[config.mk]
export PLATFORM = sky130hd
export DESIGN_NAME = sysctl_keyed_bank
export DESIGN_NICKNAME = d
export VERILOG_FILES = /design/src/rtl/sysctl_pkg.sv /design/src/rtl/sysctl_key_lock.sv /design/src/rtl/sysctl_flag_pair.sv /design/src/rtl/sysctl_refcount.sv /design/src/rtl/sysctl_geom_rom.sv /design/src/rtl/sysctl_keyed_bank.sv
export SDC_FILE = /design/constraint.sdc
export NUM_CORES = 1
export LEC_CHECK = 0
export BUFFER_PORTS_ARGS = -buffer_cell sky130_fd_sc_hd__clkbuf_2
export CAP_MARGIN = 20
export CORE_ASPECT_RATIO = 2
export CORE_MARGIN = 2
export CORE_UTILIZATION = 41
export DETAILED_ROUTE_END_ITERATION = 8
export GPL_TIMING_DRIVEN = 0
export PLACE_DENSITY = 0.64
export SYNTH_ARGS = -nofsm -noshare
export SYNTH_HDL_FRONTEND = slang
export SYNTH_SLANG_ARGS = --single-unit
[constraint.sdc]
create_clock -name clk -period 3.74 [get_ports clk]
set_clock_uncertainty 0.2 [all_clocks]
set_input_delay 0.561 -clock clk [delete_from_list [all_inputs] [get_ports clk]]
set_output_delay 0.561 -clock clk [all_outputs]
set_load 0.005 [all_outputs]
[src/rtl/sysctl_pkg.sv]
package sysctl_pkg;
   // word indices of the decoded registers
   localparam int unsigned W_IDENT   = 0;
   localparam int unsigned W_PROC    = 1;
   localparam int unsigned W_OSC     = 2;
   localparam int unsigned W_CTRL    = 3;
   localparam int unsigned W_STATUS  = 4;
   localparam int unsigned W_KEY     = 5;
   localparam int unsigned W_AUXOSC  = 7;
   localparam int unsigned W_MEMSET  = 8;
   localparam int unsigned W_INIT    = 9;
   localparam int unsigned W_REFCNT  = 10;
   localparam int unsigned W_FLG_SET = 12;
   localparam int unsigned W_FLG_CLR = 13;
   localparam int unsigned W_NVF_SET = 14;
   localparam int unsigned W_NVF_CLR = 15;

   // control register bit positions (software-visible, decoded by neighbours)
   localparam int unsigned CB_LED   = 0;
   localparam int unsigned CB_REMAP = 2;
   localparam int unsigned CB_RESET = 3;

   localparam logic [31:0] IDENT_WORD  = 32'h411A_3001;
   localparam logic [31:0] STATUS_WORD = 32'h0010_0000;
   localparam logic [15:0] UNLOCK_KEY  = 16'hA05F;

   localparam logic [31:0] OSC_RST    = 32'h0100_0048;
   localparam logic [31:0] AUXOSC_RST = 32'h0007_FEFF;
   localparam logic [31:0] MEMSET_RST = 32'h0001_1122;
   localparam logic [31:0] INIT_RST   = 32'h0000_0112;

   function automatic logic [31:0] size_code(input int unsigned mb);
      if (mb >= 256)      size_code = 32'h10;
      else if (mb >= 128) size_code = 32'h0C;
      else if (mb >= 64)  size_code = 32'h08;
      else if (mb >= 32)  size_code = 32'h04;
      else                size_code = 32'h00;
   endfunction
endpackage

[src/rtl/sysctl_key_lock.sv]
module sysctl_key_lock #(
   parameter int unsigned        KEY_W = 16,
   parameter logic [KEY_W-1:0]   KEY   = '1
) (
   input  logic             clk,
   input  logic             rst_n,
   input  logic             we,
   input  logic [KEY_W-1:0] wdata,
   output logic [KEY_W-1:0] key_q,
   output logic             unlocked
);
   if (KEY_W < 1 || KEY_W > 31) begin : g_bad_width
      $error("sysctl_key_lock: KEY_W must be 1..31");
   end

   always_ff @(posedge clk) begin
      if (!rst_n)  key_q <= '0;
      else if (we) key_q <= wdata;
   end

   assign unlocked = (key_q == KEY);

   a_r2_key_stored: assert property (@(posedge clk) disable iff (!rst_n)
      we |=> key_q == $past(wdata));
   a_r2_key_held: assert property (@(posedge clk) disable iff (!rst_n)
      !we |=> $stable(key_q));
endmodule

[src/rtl/sysctl_flag_pair.sv]
module sysctl_flag_pair #(
   parameter int unsigned W = 32
) (
   input  logic         clk,
   input  logic         rst_n,
   input  logic         set_we,
   input  logic         clr_we,
   input  logic [W-1:0] wdata,
   output logic [W-1:0] q
);
   if (W < 1) begin : g_bad_width
      $error("sysctl_flag_pair: W must be at least 1");
   end

   always_ff @(posedge clk) begin
      if (!rst_n)      q <= '0;
      else if (set_we) q <= q | wdata;
      else if (clr_we) q <= q & ~wdata;
   end

   a_r6_set_sticks: assert property (@(posedge clk) disable iff (!rst_n)
      set_we |=> (q & $past(wdata)) == $past(wdata));
   a_r6_clr_drops: assert property (@(posedge clk) disable iff (!rst_n)
      (clr_we && !set_we) |=> (q & $past(wdata)) == '0);
   a_r7_idle_hold: assert property (@(posedge clk) disable iff (!rst_n)
      (!set_we && !clr_we) |=> $stable(q));
endmodule

[src/rtl/sysctl_refcount.sv]
module sysctl_refcount #(
   parameter int unsigned CNT_W = 32
) (
   input  logic             clk,
   input  logic             rst_n,
   input  logic             tick,
   output logic [CNT_W-1:0] count
);
   if (CNT_W < 2 || CNT_W > 32) begin : g_bad_width
      $error("sysctl_refcount: CNT_W must be 2..32");
   end

   always_ff @(posedge clk) begin
      if (!rst_n)    count <= '0;
      else if (tick) count <= count + 1'b1;
   end

   a_r8_step: assert property (@(posedge clk) disable iff (!rst_n)
      tick |=> count == $past(count) + 1'b1);
   a_r8_hold: assert property (@(posedge clk) disable iff (!rst_n)
      !tick |=> $stable(count));
endmodule

[src/rtl/sysctl_geom_rom.sv]
module sysctl_geom_rom #(
   parameter int unsigned MEM_MB = 128,
   parameter int unsigned IDX_W  = 7
) (
   input  logic [IDX_W-1:0] idx,
   output logic [7:0]       entry
);
   localparam int unsigned DENS_RAW = MEM_MB / 4;
   localparam logic [7:0]  DENSITY  = (DENS_RAW > 255) ? 8'hFF : 8'(DENS_RAW);

   if (IDX_W != 7) begin : g_bad_idx
      $error("sysctl_geom_rom: table is 128 entries, IDX_W must be 7");
   end

   always_comb begin
      unique case (idx)
         7'h40:   entry = 8'h80;
         7'h41:   entry = 8'h08;
         7'h42:   entry = 8'h04;
         7'h43:   entry = 8'h0B;
         7'h44:   entry = 8'h09;
         7'h45:   entry = 8'h01;
         7'h46:   entry = DENSITY;
         default: entry = 8'h00;
      endcase
   end
endmodule

[src/rtl/sysctl_keyed_bank.sv]
module sysctl_keyed_bank
   import sysctl_pkg::*;
#(
   parameter int unsigned ADDR_W = 12,
   parameter int unsigned CNT_W  = 32,
   parameter int unsigned MEM_MB = 128
) (
   input  logic              clk,
   input  logic              rst_n,
   input  logic              ref_tick,
   input  logic              bus_sel,
   input  logic              bus_wr,
   input  logic [ADDR_W-1:0] bus_addr,
   input  logic [31:0]       bus_wdata,
   output logic [31:0]       bus_rdata,
   output logic              reset_req,
   output logic              boot_unmap,
   output logic              led_on
);
   localparam int unsigned WIDX_W  = ADDR_W - 2;
   localparam int unsigned KEY_W   = 16;
   localparam int unsigned N_GATED = 2;
   localparam logic [31:0] MEMSET_INIT = MEMSET_RST | size_code(MEM_MB);

   if (ADDR_W < 10 || ADDR_W > 32) begin : g_bad_addr
      $error("sysctl_keyed_bank: ADDR_W must be 10..32");
   end

   // ---------------- decode ----------------
   logic [WIDX_W-1:0] widx;
   logic              wr_stb, rd_stb, in_table_zone, table_live;
   assign widx          = bus_addr[ADDR_W-1:2];
   assign wr_stb        = bus_sel &&  bus_wr;
   assign rd_stb        = bus_sel && !bus_wr;
   assign in_table_zone = (widx >> 6) == WIDX_W'(1);
   assign table_live    = in_table_zone && !widx[5];

   function automatic logic hit(input logic [WIDX_W-1:0] w, input int unsigned n);
      hit = (w == WIDX_W'(n));
   endfunction

   logic key_we, ctrl_we, memset_we, init_we;
   logic flg_set, flg_clr, nvf_set, nvf_clr;
   logic [N_GATED-1:0] gated_we;
   assign key_we      = wr_stb && hit(widx, W_KEY);
   assign ctrl_we     = wr_stb && hit(widx, W_CTRL);
   assign memset_we   = wr_stb && hit(widx, W_MEMSET);
   assign init_we     = wr_stb && hit(widx, W_INIT);
   assign flg_set     = wr_stb && hit(widx, W_FLG_SET);
   assign flg_clr     = wr_stb && hit(widx, W_FLG_CLR);
   assign nvf_set     = wr_stb && hit(widx, W_NVF_SET);
   assign nvf_clr     = wr_stb && hit(widx, W_NVF_CLR);
   assign gated_we[0] = wr_stb && hit(widx, W_OSC);
   assign gated_we[1] = wr_stb && hit(widx, W_AUXOSC);

   // ---------------- key and gated oscillators ----------------
   logic [KEY_W-1:0] key_q;
   logic             unlocked;

   sysctl_key_lock #(.KEY_W(KEY_W), .KEY(UNLOCK_KEY)) u_key (
      .clk      (clk),
      .rst_n    (rst_n),
      .we       (key_we),
      .wdata    (bus_wdata[KEY_W-1:0]),
      .key_q    (key_q),
      .unlocked (unlocked)
   );

   logic [31:0] gated_q [N_GATED];

   for (genvar g = 0; g < N_GATED; g++) begin : g_gated
      localparam logic [31:0] RST_VAL = (g == 0) ? OSC_RST : AUXOSC_RST;
      always_ff @(posedge clk) begin
         if (!rst_n)                       gated_q[g] <= RST_VAL;
         else if (gated_we[g] && unlocked) gated_q[g] <= bus_wdata;
      end
      a_r3_locked_hold: assert property (@(posedge clk) disable iff (!rst_n)
         !unlocked |=> $stable(gated_q[g]));
   end

   // ---------------- control ----------------
   logic ctrl_led_q, ctrl_remap_q, rst_req_q;
   always_ff @(posedge clk) begin
      if (!rst_n) begin
         ctrl_led_q   <= 1'b0;
         ctrl_remap_q <= 1'b0;
         rst_req_q    <= 1'b0;
      end else begin
         rst_req_q <= ctrl_we && bus_wdata[CB_RESET];
         if (ctrl_we) begin
            ctrl_led_q   <= bus_wdata[CB_LED];
            ctrl_remap_q <= bus_wdata[CB_REMAP];
         end
      end
   end
   assign reset_req  = rst_req_q;
   assign boot_unmap = ctrl_remap_q;
   assign led_on     = ctrl_led_q;

   a_r4_pulse_cause: assert property (@(posedge clk) disable iff (!rst_n)
      reset_req |-> $past(ctrl_we && bus_wdata[CB_RESET]));
   a_r5_ctrl_hold: assert property (@(posedge clk) disable iff (!rst_n)
      !ctrl_we |=> $stable(boot_unmap) && $stable(led_on));

   // ---------------- plain storage ----------------
   logic [31:0] memset_q, init_q;
   always_ff @(posedge clk) begin
      if (!rst_n) begin
         memset_q <= MEMSET_INIT;
         init_q   <= INIT_RST;
      end else begin
         if (memset_we) memset_q <= bus_wdata;
         if (init_we)   init_q   <= bus_wdata;
      end
   end

   // ---------------- flags ----------------
   logic [31:0] flags_q, nvflags_q;

   sysctl_flag_pair #(.W(32)) u_flags (
      .clk    (clk),
      .rst_n  (rst_n),
      .set_we (flg_set),
      .clr_we (flg_clr),
      .wdata  (bus_wdata),
      .q      (flags_q)
   );

   sysctl_flag_pair #(.W(32)) u_nvflags (
      .clk    (clk),
      .rst_n  (rst_n),
      .set_we (nvf_set),
      .clr_we (nvf_clr),
      .wdata  (bus_wdata),
      .q      (nvflags_q)
   );

   // ---------------- reference counter ----------------
   logic [CNT_W-1:0] ref_count;

   sysctl_refcount #(.CNT_W(CNT_W)) u_refcnt (
      .clk   (clk),
      .rst_n (rst_n),
      .tick  (ref_tick),
      .count (ref_count)
   );

   // ---------------- geometry table ----------------
   logic [7:0] geom_byte;

   sysctl_geom_rom #(.MEM_MB(MEM_MB), .IDX_W(7)) u_geom (
      .idx   (widx[6:0]),
      .entry (geom_byte)
   );

   // ---------------- read path ----------------
   logic [31:0] rd_next;
   always_comb begin
      rd_next = '0;
      if (in_table_zone) begin
         if (table_live) rd_next = {24'h0, geom_byte};
      end else if (hit(widx, W_IDENT))   rd_next = IDENT_WORD;
      else if (hit(widx, W_OSC))         rd_next = gated_q[0];
      else if (hit(widx, W_CTRL))        rd_next = 32'(ctrl_remap_q) << CB_REMAP
                                                 | 32'(ctrl_led_q)   << CB_LED;
      else if (hit(widx, W_STATUS))      rd_next = STATUS_WORD;
      else if (hit(widx, W_KEY))         rd_next = {15'h0, unlocked, key_q};
      else if (hit(widx, W_AUXOSC))      rd_next = gated_q[1];
      else if (hit(widx, W_MEMSET))      rd_next = memset_q;
      else if (hit(widx, W_INIT))        rd_next = init_q;
      else if (hit(widx, W_REFCNT))      rd_next = 32'(ref_count);
      else if (hit(widx, W_FLG_SET))     rd_next = flags_q;
      else if (hit(widx, W_NVF_SET))     rd_next = nvflags_q;
   end

   always_ff @(posedge clk) begin
      if (!rst_n)      bus_rdata <= '0;
      else if (rd_stb) bus_rdata <= rd_next;
      else             bus_rdata <= '0;
   end

   a_r12_idle_zero: assert property (@(posedge clk) disable iff (!rst_n)
      !rd_stb |=> bus_rdata == '0);
   a_r2_unlock_flag: assert property (@(posedge clk) disable iff (!rst_n)
      (rd_stb && hit(widx, W_KEY)) |=> bus_rdata[16] == $past(unlocked));
endmodule

Word level (Yosys, flattened, before mapping):

Memories as Yosys holds them, arrays and structs flattened.
Cells that the tools add are included.

* register bits after elaboration: 211
* bits in writable memories: 64
* logic and storage cells: 90
* memories: 1

Memories
* gated_q: depth 2, bits a word 32, rd ports 2, clocked after memory_dff 0, wr ports 2, RTL line sysctl_keyed_bank.sv:69 `logic [31:0] gated_q [N_GATED];`

* add/sub/neg operators: 1
* eq/ne operators: 21
* mux-type cells: 27
* bitwise operators: 8
* reduce and logical (&&, ||, !) cells: 22

Operator list (count)
* $mux W32: 18
* $eq A10 B4 Y1 const B: 7
* $and A32 B32 Y32: 2
* $or A32 B32 Y32: 2
* $pmux W8 S7: 1
* $eq A7 B7 Y1 const B: 7
* $add A32 B1 Y32 const B: 1
* $not A32 Y32: 1
* $eq A10 B3 Y1 const B: 3
* $eq A10 B2 Y1 const B: 2
* $eq A16 B16 Y1 const B: 1
* $logic_and A1 B1 Y1: 16
* $logic_not A10 Y1: 1
* $mux W8: 1
* $mux W1: 7
* $eq A4 B1 Y1 const B: 1
* $reduce_bool A2 Y1: 2
* $or A3 B1 Y3: 1
* $logic_not A1 Y1: 2
* $or A1 B1 Y1: 2
* $reduce_and A2 Y1: 1

Depth between registers and ports, before layout:

Gate-level depths: netlist of the first run.

* depth in word-level cells: 13
* gate-level depth with buffers: 9

Hierarchy:

Synthesis of the first run repeated with hierarchy kept, for this count alone.

* cell total of the unflattened synthesis: 1425
* area total of the unflattened synthesis: 13192.7 um^2

Modules (own cells, without submodules)
* sysctl_keyed_bank: instances 1, cells each 893, area each 8156.6 um^2, seq. area each 3903.7 um^2
* sysctl_flag_pair: instances 2, cells each 141, area each 1346.3 um^2, seq. area each 640.6 um^2
* sysctl_refcount: instances 1, cells each 176, area each 1562.7 um^2, seq. area each 640.6 um^2
* sysctl_key_lock: instances 1, cells each 56, area each 649.4 um^2, seq. area each 320.3 um^2
* sysctl_geom_rom: instances 1, cells each 18, area each 131.4 um^2, seq. area each 0.0 um^2

Worst setup path after synthesis of the first run:

No wires, ideal clock.

* path type: input to register
* from: input port bus_addr[9]
* to: memory gated_q[1][0], enable pin
* arrival: 2496 ps
* path slack: 655 ps
* stages: 7
* path through: nor4_4 -> nand2_2 -> nor2_2 -> nand2_1 -> clkbuf_1 -> clkbuf_1 -> nand2_1

RTL lines
* from (decl): RTL line sysctl_keyed_bank.sv:13 `input logic [ADDR_W-1:0] bus_addr,`
* to (decl): RTL line sysctl_keyed_bank.sv:69

Worst setup path in the final report of the first run:

* from: input port bus_addr[2]
* to: register init_q[22]

* cells in the longest elaborated chain, start to end: 2

Ends and longest elaborated chain
* $eq A10 B4 Y1: RTL line sysctl_keyed_bank.sv:39 `hit = (w == WIDX_W'(n));`
* $logic_and A1 B1 Y1: RTL line sysctl_keyed_bank.sv:48 `assign init_we = wr_stb && hit(widx, W_INIT);`
* to (signal assigned): RTL line sysctl_keyed_bank.sv:113 `if (init_we) init_q <= bus_wdata;`
* to (decl): RTL line sysctl_keyed_bank.sv:106 `logic [31:0] memset_q, init_q;`

No other way between the ends.
A chain may end at the register's enable or synchronous reset.

==> flow_metrics.tcl, run 1 <==
set metrics [dict create \
    detailed_place.area_um2 12800 \
    crit_arrival_ns 3.82 \
    critPathRequiredTime_ns 3.96 \
    power.ir.vdd_worst_mv 0.361 \
    worst-slew-pin-transition_ns 1.30 \
    hold_ws_ns 0.0685 \
    final_common_cell "nand2_1" \
    critical_path.slowest_cell "nor2_1" \
    mappedNetlistArea_um2 12000 \
    gr-total-overflow 0 \
    chipHeight_um 246 \
    hold-path-endpoint "init_q[1]" \
    synth_seq_area_share_pct 51.2 \
    period_share_pct 96.4 \
    tritoncts_clock_tree "built" \
    floorplan.initialDensity_pct 41.7 \
    grt_pass1_vias 11200 \
    post-dp-hpwl_um 37900 \
    maximum_number_of_pins_on_one_net_before_global_route_repair 29 \
    r2r-end "gated_q[1][2]" \
    regToRegSetupSlack_ns 0.45 \
    drt_pass1_iterations 5 \
    timing.critical_path.fanout_max 10 \
    place_congestion 1.05 \
    highest_count_cells_in_the_layout_ignoring_fill_and_taps "nand2_1, dfxtp_1, a21oi_1" \
    design.portCount 84 \
    yosys.cell_types.count 63 \
    cts_root_buf "clkbuf_16" \
    ys.flop_type "dfxtp_1" \
    cts_inserted_buffers 25 \
    area_delta_synth_final_pct 13.6 \
    ys.warnings.count 0 \
    criticalPathCategory "input port to register" \
    totalWireLength_um 52500 \
    largest_family_of_logic_cells_by_synthesized_area "compound AO/OA/AOI/OAI gates" \
    numClockSinks 275 \
    slowest_delay_ns 0.99 \
    worst_skew_pair_later_pin_latency_ns 0.57 \
    timing.critical_path.buf_inv 3 \
    worstReg2RegStart "u_key.key_q[10]" \
    final_max_slew_viol_count 0 \
    utilization_after_layout_pct 47.3 \
    chipWidth_um 125 \
    yosys.area_share.xor_xnor_pct 1.82 \
    rr_worst_depth 8 \
    layout.nets 1503 \
    total_leakage_power_nw 4.53 \
    endpoint_kind "register" \
    routed_via_count_divided_by_cell_count 6.29 \
    muxShareOfSynthArea_pct 1.71 \
    core.rowCount 88 \
    synth-simple-area-share_pct 20.1 \
    status "complete, no violations" \
    cap_violations 0 \
    timing.hold.worst_path_depth 2 \
    syn_avg_cell_area_um2 8.87 \
    core-area_um2 28800 \
    synth.ff_latch_count 275 \
    path_clk_slew_ns 0.07 \
    total_design_power_mw 5.94 \
    rsz0062_at_grt "no" \
    timing.critical_path.max_delay_family "simple AND/OR/NAND/NOR gates" \
    design.die.area_um2 30800 \
    buffers_on_ports 65 \
    min-delay-start "rst_n" \
    final_layout_size_suffix_gt1_share_pct 11.0 \
    ys_async_sr_fraction_pct 0 \
    synth_edf_count 64 \
    clk_path_buf_depth 3 \
    fillers 2906 \
    power.density_cell_area_nw_per_um2 436 \
    global_route_total_usage_across_every_layer_pct 33.6 \
    detail_route.drc_violations 0 \
    critical_path.cell_chain "clkbuf_2 -> nor2b_1 -> clkbuf_1 -> nand2_1 -> nor2_1 -> nand3_1 -> clkbuf_1 -> nand2_1 -> a21oi_1" \
    post_syn_nets 1405 \
    drt-initial-drc-count 1201 \
    finish.instance_area_um2 13600 \
    finalHoldViolations 0 \
    vias 11500 \
    cts.htree.levels 1 \
    synth_area_in_compound_gates_pct 20.9 \
    drt-wirelength-per-cell_um 28.6 \
    num_antenna_cells 0 \
    period_minus_slack_ns 3.60 \
    drtAntennaViolNets 0 \
    setup_violations 0 \
    grt_first_pass_wirelength_um 75200 \
    hold_path_class "input port to register" \
    number_of_antenna_violations_at_the_first_check_in_global_routing 1 \
    post_synthesis_cell_count 1355 \
    critical_path.startpoint_type "input port" \
    max_clock_freq_mhz 277 \
    normalized_max_slew_margin_pct 12.8 \
    post_synth_fa_ha_maj_area_fraction_pct 0.104 \
]
==> logic make-up after synthesis <==
kind of cell	after synthesis
buf+inv	121
mux	20
simple gates	507
flops	275
fa+ha+maj	1
xor+xnor	25
compound gates	406
==> per-layer routing <==
metal  routed length (um)  GRT usage [%]
met1                17400           35.4
met2                24800           56.6
met3                 4010           5.45
met4                 6230           31.3
met5                    0              0
==> power breakdown <==
group / total (mW) / switching (mW) / internal (mW)
Sequential: 3.06 / 0.00916 / 3.05
Combinational: 0.327 / 0.264 / 0.0623
Clock: 2.56 / 1.20 / 1.35
==> stage by stage <==
step	setup slack [ns]	instances	setup TNS, ns
after detailed placement	-0.368	1784	-22.58
final	0.136	1832	0
after global placement	-1.36	1780	-83.29
after floorplan	0.655	1355	0
after global routing	0.0864	1832	0
after CTS	0.175	1830	0
==> synth_stat cells (4+ instances only) <==
library cell  count  share of area (%)
buf_1             7               0.22
mux2_2            4               0.37
nor3_1           10               0.42
nor4_1            7               0.36
a211oi_1         61                3.8
mux2i_1          16                1.3
o22ai_1          13               0.68
a222oi_1          7               0.58
nand2b_1          5               0.26
or3_1            30                1.6
nor2b_1           8               0.42
a221oi_1          6               0.44
and3_1           11               0.57
a22oi_1          31                1.9
a31oi_1           4               0.21
edfxtp_1         64                 16
dfxtp_1         211                 35
buf_4             7               0.44
a32o_1            4               0.33
a21oi_1         182                7.6
o211ai_1          8               0.50
nand2_1         229                7.2
xnor2_1           9               0.66
o21ai_0          57                2.4
inv_1            11               0.34
and4_1            7               0.51
and2_1           44                2.3
a32oi_1           4               0.29
buf_2            27                1.1
a2111oi_0         6               0.44
a221o_1           5               0.42
nor2_1           91                2.8
nand4_1          14               0.73
clkbuf_1         68                2.1
nand3_1          30                1.2
xor2_1           16                1.2
==> timing repair <==
| action | 4_1_cts | 5_1_grt |
|---|---|---|
| setup endpoints to repair | 0 | 28 |
| setup buffers | 0 | 2 |
| hold buffers | 0 | 0 |
| resized for setup | 0 | 1 |
==> worst max-delay path by stage <==
stage | startpoint | to | slack, ns | cells past startpoint
final | bus_addr[2] | init_q[22] | 0.14 | 9
after global routing | bus_addr[4] | gated_q[1][1] | 0.09 | 10
after CTS | bus_addr[9] | gated_q[1][2] | 0.17 | 9
after detailed placement | bus_addr[9] | gated_q[1][0] | -0.37 | 9
after global placement | bus_addr[9] | gated_q[1][2] | -1.36 | 8
after floorplan | bus_addr[9] | gated_q[1][0] | 0.65 | 7
==> cell type report <==
class                           count  area, um^2  share of cell area, %
Clock buffer                       38         726                   5.32
Timing Repair Buffer               71         393                   2.88
Tap cell                          360         450                   3.30
Buffer                            109         469                   3.44
Clock inverter                      8        53.8                  0.394
Multi-Input combinational cell    959        5370                   39.3
Sequential cell                   275        6150                   45.0
Inverter                           12        45.0                  0.330
==> worst register-to-register path, stage by stage (launching register included) <==
cell and delay [ns]:
dfxtp_1 0.34, nor4b_1 0.54, nand4_1 0.28, nor2_1 0.19
nand2_1 0.09, clkbuf_1 0.39, clkbuf_1 0.36, nand2_2 0.29
buf_12 0.27
No activity file was read; power rests on OpenSTA's default activity.
==> inputs of run 2 (changes only) <==
--- a/config.mk
+++ b/config.mk
@@ -15,4 +15,5 @@
 export PLACE_DENSITY = 0.64
 export SYNTH_ARGS = -nofsm -noshare
 export SYNTH_HDL_FRONTEND = slang
+export SYNTH_HIERARCHICAL = 1
 export SYNTH_SLANG_ARGS = --single-unit
==> flow_metrics.tcl, run 2 <==
set metrics [dict create \
    status "complete, no violations" \
    highest_count_cells_in_the_layout_ignoring_fill_and_taps "nand2_1, dfxtp_1, clkbuf_2" \
    totalWireLength_um 50600 \
    utilization_after_layout_pct 47.2 \
    synth.ff_latch_count 275 \
    rsz0062_at_grt "no" \
    design.die.area_um2 33700 \
    period_minus_slack_ns 3.62 \
    path_clk_slew_ns 0.07 \
    buffers_on_ports 80 \
    drt-wirelength-per-cell_um 25.5 \
    chipWidth_um 131 \
    cts.htree.levels 1 \
    postCtsSetupRepairBufs 0 \
    routed-wl-met3_um 3190 \
    ys.flop_type "dfxtp_1" \
    routed_via_count_divided_by_cell_count 6.07 \
    cts_hold_repair.buffers 0 \
    worst-slew-pin-transition_ns 1.06 \
    ctsResizeCount 0 \
    setup_violations 0 \
    mappedNetlistArea_um2 13200 \
    switching_share_pct 24.0 \
    synth_seq_area_share_pct 46.6 \
    final_layout_size_suffix_gt1_share_pct 13.4 \
    global_route_total_usage_across_every_layer_pct 29.7 \
    chipHeight_um 258 \
    crit_arrival_ns 3.84 \
    place_ws_ns -0.521 \
    core.rowCount 93 \
    met2_length_um 24800 \
    critical_path.startpoint_type "input port" \
    place_congestion 1.01 \
    final.setup.worst_slack_ns 0.122 \
    timing.critical_path.max_delay_family "buffers and inverters" \
    synth.area.top_cells "dfxtp_1, edfxtp_1, nand2_1" \
    post-dp-hpwl_um 37000 \
    drt_pass1_iterations 5 \
    final_max_slew_viol_count 0 \
    maximum_number_of_pins_on_one_net_before_global_route_repair 23 \
    power.switching_mw 1.51 \
    grt_first_pass_wirelength_um 73800 \
    yosys.cell_count.top_type "nand2_1" \
    ys.warnings.count 6 \
    worst_skew_pair_later_pin_latency_ns 0.56 \
    numClockSinks 275 \
    layout.nets 1588 \
    core-area_um2 32000 \
    timing.critical_path.fanout_max 22 \
    grt_pass1_vias 11800 \
    floorplan.initialDensity_pct 41.2 \
    hold_path_class "input port to register" \
    rr_worst_depth 7 \
    post_synthesis_cell_count 1425 \
    critical-path-top-cell-by-count "clkbuf_1" \
    synthTopCellsByCount "nand2_1, dfxtp_1, and3_1" \
    slowest_delay_ns 0.83 \
    instance_count_after_placement_with_tap_cells_included 1936 \
    number_of_antenna_violations_at_the_first_check_in_global_routing 1 \
    yosys.cell_types.count 85 \
    total_leakage_power_nw 5.38 \
    power.ir.vdd_worst_mv 0.319 \
    critPathRequiredTime_ns 3.96 \
    routed.top_layer "met4" \
    area_delta_synth_final_pct 14.5 \
    design.portCount 84 \
    detail_route.drc_violations 0 \
    ys_async_sr_fraction_pct 0 \
    routedLengthMet1_um 17400 \
    normalized_max_slew_margin_pct 29.4 \
    power_frac_clock_pct 45.3 \
    cts_root_buf "clkbuf_16" \
    timing.critical_path.buf_inv 3 \
    drt-initial-drc-count 1066 \
    clk_path_buf_depth 3 \
    post-synth-top-area-cell "dfxtp_1" \
    gr-total-overflow 0 \
    power.density_cell_area_nw_per_um2 418 \
    criticalPathCategory "input port to register" \
    combPwrFrac_pct 5.8 \
    instances_no_fill 1986 \
    vias 12100 \
    timing.hold.worst_path_depth 3 \
    endpoint_kind "register" \
    tritoncts_clock_tree "built" \
    power.share.sequential_pct 48.8 \
    syn_avg_cell_area_um2 9.26 \
    drtAntennaViolNets 0 \
    max_clock_freq_mhz 276 \
    p_int_mw 4.80 \
    synth_edf_count 64 \
    cts_inserted_buffers 27 \
    worst-path-stages 8 \
    final_common_cell "nand2_1" \
    yosys_top_cell_area_share_pct 32.0 \
    cap_violations 0 \
    critical_path.cell_chain "clkbuf_2 -> nand3b_1 -> nand2b_1 -> clkbuf_1 -> a21oi_1 -> clkbuf_1 -> nand3_1 -> o31ai_1" \
    period_share_pct 96.7 \
    critical_path.slowest_cell "a21oi_1" \
    finalHoldViolations 0 \
]
## run 2: cell count changes after synthesis, moves of 33 or more
cell	delta
a21oi_1	-127
and3_1	+57
a31o_1	+62
a211oi_1	-51
mux2i_1	+42
a21boi_0	+40
nor2_1	-33
## run 2: final timing paths
check,endpoint,slack (ns),from
worst max-delay path,bus_rdata[31],0.12,rst_n
worst min register to register,init_q[31],0.26,init_q[31]
worst min-delay path,init_q[29],0.12,bus_wdata[29]
worst max register to register,gated_q[0][25],0.17,u_key/key_q[9]
## run 2: kinds of logic (layout without fill, tap and decap cells)
family | after synthesis | count (layout) | synth area share [%]
compound gates | 364 | 364 | 20.2
simple gates | 594 | 594 | 22.9
buf+inv | 119 | 251 | 4.89
flops | 275 | 275 | 46.6
xor+xnor | 13 | 13 | 0.863
other cells | 1 | 3 | 0.0284
fa+ha+maj | 1 | 1 | 0.0948
mux | 58 | 58 | 4.40
## run 2: area by class of cell
| class | count | area (um^2) |
|---|---|---|
| tap | 427 | 534 |
| timing repair buffer | 83 | 445 |
| clock inverter | 13 | 145 |
| fill | 3072 | 16900 |
| multi-input combinational | 1032 | 6430 |
| buffer | 110 | 612 |
| sequential | 275 | 6150 |
| inverter | 9 | 33.8 |
| clock buffer | 36 | 761 |
| antenna | 1 | 2.50 |
## run 2: power groups by stage
stage	sequential [mW]	combinational (mW)	clock, mW
global placement	3.15	0.348	0
finish	3.09	0.369	2.86
CTS	3.09	0.357	2.88
detailed placement	3.15	0.356	0
global route	3.09	0.380	2.99
floorplan	3.15	0.165	0
## run 2: routing by layer
metal | global-route usage, % | vias up
li1 | - | 5434
met1 | 31.5 | 5818
met2 | 50.2 | 577
met3 | 4.50 | 227
met4 | 25.3 | 0
met5 | 0 | -
## run 2: per-stage QoR
stage	hold WS, ns	total power, mW	TNS [ns]	area, um^2
2_1_floorplan	0.233	3.31	0	13200
3_3_place_gp	0.242	3.50	-122.54	14100
3_5_place_dp	0.247	3.51	-18.49	14200
4_1_cts	0.114	6.32	0	15100
5_1_grt	0.150	6.46	0	15100
6_report	0.116	6.32	0	15100
## run 2: tightest hold or removal path: cells and delay by family
family | cells | cell delay, ns
and+or+nand+nor | 1 | 0.07
buffers and inverters | 1 | 0.14
AOI/OAI and AO/OA | 1 | 0.05
==> inputs of run 3 (changes only) <==
--- a/config.mk
+++ b/config.mk
@@ -5,14 +5,15 @@
 export SDC_FILE = /design/constraint.sdc
 export NUM_CORES = 1
 export LEC_CHECK = 0
+export ABC_AREA = 1
 export BUFFER_PORTS_ARGS = -buffer_cell sky130_fd_sc_hd__clkbuf_2
 export CAP_MARGIN = 20
 export CORE_ASPECT_RATIO = 2
 export CORE_MARGIN = 2
 export CORE_UTILIZATION = 41
 export DETAILED_ROUTE_END_ITERATION = 8
+export GPL_ROUTABILITY_DRIVEN = 0
 export GPL_TIMING_DRIVEN = 0
-export PLACE_DENSITY = 0.64
 export SYNTH_ARGS = -nofsm -noshare
 export SYNTH_HDL_FRONTEND = slang
 export SYNTH_HIERARCHICAL = 1
==> flow_metrics.tcl, run 3 <==
set metrics [dict create \
    status "complete, no violations" \
    critical_path.startpoint_type "input port" \
    yosys_top_cell_area_share_pct 32.4 \
    final_max_slew_viol_count 0 \
    critical_path.slowest_cell "nand2_2" \
    design.portCount 84 \
    synth.area.top_cells "dfxtp_1, nand2_1, edfxtp_1" \
    post-dp-hpwl_um 34800 \
    period_share_pct 80.0 \
    layout.nets 1869 \
    drt_pass1_iterations 6 \
    cts_root_buf "clkbuf_16" \
    power.ir.vdd_worst_mv 0.439 \
    synth_seq_area_share_pct 47.2 \
    cts.htree.levels 1 \
    final_common_cell "nand2_1" \
    cts_inserted_buffers 27 \
    chipHeight_um 256 \
    number_of_antenna_violations_at_the_first_check_in_global_routing 0 \
    worst_skew_pair_later_pin_latency_ns 0.57 \
    synth_edf_count 64 \
    criticalPathCategory "input port to register" \
    maximum_number_of_pins_on_one_net_before_global_route_repair 33 \
    fillers 3174 \
    critical-path-top-cell-by-count "clkbuf_1" \
    gr-total-overflow 0 \
    setup.worst_path.start "rst_n" \
    buffers_on_ports 80 \
    core.rowCount 92 \
    finalHoldViolations 0 \
    tritoncts_clock_tree "built" \
    mappedNetlistArea_um2 13000 \
    critical_path.cell_chain "clkbuf_2 -> clkbuf_1 -> clkbuf_1 -> nand2_2" \
    clk_path_buf_depth 3 \
    critPathRequiredTime_ns 3.63 \
    synthTopCellsByCount "nand2_1, dfxtp_1, nor2_1" \
    slowest_delay_ns 0.70 \
    setup_violations 0 \
    numClockSinks 275 \
    normalized_max_slew_margin_pct 36.4 \
    regToRegSetupSlack_ns 1.18 \
    crit_arrival_ns 2.88 \
    max_clock_freq_mhz 334 \
    rsz0062_at_grt "no" \
    drt-wirelength-per-cell_um 20.6 \
    yosys.cell_count.top_type "nand2_1" \
    global_route_total_usage_across_every_layer_pct 28.0 \
    hold_path_class "input port to register" \
    drtAntennaViolNets 0 \
    grt_pass1_vias 11800 \
    ys.warnings.count 6 \
    floorplan.initialDensity_pct 41.5 \
    instance_count_after_placement_with_tap_cells_included 2213 \
    synth.ff_latch_count 275 \
    detail_route.drc_violations 0 \
    cap_violations 0 \
    post-synth-top-area-cell "dfxtp_1" \
    num_antenna_cells 0 \
    post_synthesis_cell_count 1709 \
    highest_count_cells_in_the_layout_ignoring_fill_and_taps "nand2_1, dfxtp_1, nor2_1" \
    period_minus_slack_ns 2.99 \
    core-area_um2 31400 \
    drt-initial-drc-count 921 \
    ctsResizeCount 0 \
    vias 12000 \
    yosys.cell_types.count 42 \
    grt_first_pass_wirelength_um 69200 \
    chipWidth_um 130 \
    hold_ws_ns 0.0827 \
    ys_async_sr_fraction_pct 0 \
    total_leakage_power_nw 5.79 \
    tns_ns 0 \
    ys.flop_type "dfxtp_1" \
    min-delay-start "ref_tick" \
    timing.critical_path.fanout_max 32 \
    cts_hold_repair.buffers 0 \
    totalWireLength_um 46600 \
    path_clk_slew_ns 0.07 \
    endpoint_kind "register" \
    postCtsSetupRepairBufs 0 \
    routed_via_count_divided_by_cell_count 5.32 \
    design.die.area_um2 33300 \
    worst-slew-pin-transition_ns 0.950 \
    instances_no_fill 2263 \
    final_layout_size_suffix_gt1_share_pct 18.7 \
    area_delta_synth_final_pct 14.3 \
    worstReg2RegStart "u_key/key_q[11]" \
    power.density_cell_area_nw_per_um2 418 \
    syn_avg_cell_area_um2 7.62 \
]
==> run 3: cell types whose count changed after synthesis, sizes merged, moves of 19 or more <==
cell	before	now
or3	26	0
nand3	39	58
and2	44	0
inv	8	130
a21boi	55	0
nor2	60	235
a21oi	55	231
mux2i	58	0
nand2	246	530
and3	69	1
a31o	65	1
o21ai	45	110
nor2b	27	0
clkbuf	60	16
==> run 3: path summary, 6_finish.rpt <==
| check | cells after the start | to |
|---|---|---|
| min reg2reg | 2 | register |
| max | 4 | gated_q[0][10] |
| min | 2 | u_refcnt/count[0] |
| max reg2reg | 9 | gated_q[0][10] |
==> run 3: power by group <==
group	switching, mW	leakage [nW]	internal, mW
Clock	1.26	0.458	1.63
Sequential	0.00851	2.34	3.05
Combinational	0.210	2.99	0.0492
==> run 3: layer usage <==
layer / share of wire, % / GRT usage [%]
met1: 34 / 29.0
met2: 50 / 47.9
met3: 5.0 / 3.28
met4: 11 / 25.5
met5: 0 / 0
==> run 3: cell families (layout without fill, tap and decap cells) <==
logic type,Yosys count,after routing,share of synthesized area (%)
simple gates,862,862,28.9
other cells,1,2,0.0288
compound gates,357,357,16.0
xor+xnor,3,3,0.202
flops,275,275,47.2
buf+inv,210,340,7.59
fa+ha+maj,1,1,0.0960
==> run 3: cell type report <==
class	instances	area (um^2)	share of cell area (%)
plain buffers	79	494	3.32
clock buffers	38	800	5.37
inverters	131	494	3.32
repair buffers	80	400	2.69
well taps	423	529	3.56
clock inverters	12	120	0.807
flip-flops and latches	275	6150	41.3
multi-input cells	1225	5900	39.7
==> run 3: worst max-delay path, delay by kind of cell <==
| kind | cells | cell delay, ns |
|---|---|---|
| buf+inv | 3 | 1.57 |
| simple gates | 1 | 0.70 |
==> run 3: metrics by stage <==
stage | setup slack, ns | cell area, um^2 | power, mW | utilization [%]
global placement | -0.276 | 14000 | 3.38 | 44.4
global route | 0.699 | 14900 | 6.36 | 47.4
detailed placement | 0.278 | 14000 | 3.38 | 44.4
floorplan | 1.20 | 13000 | 3.24 | -
finish | 0.747 | 14900 | 6.22 | 47.4
CTS | 0.848 | 14900 | 6.23 | 47.4
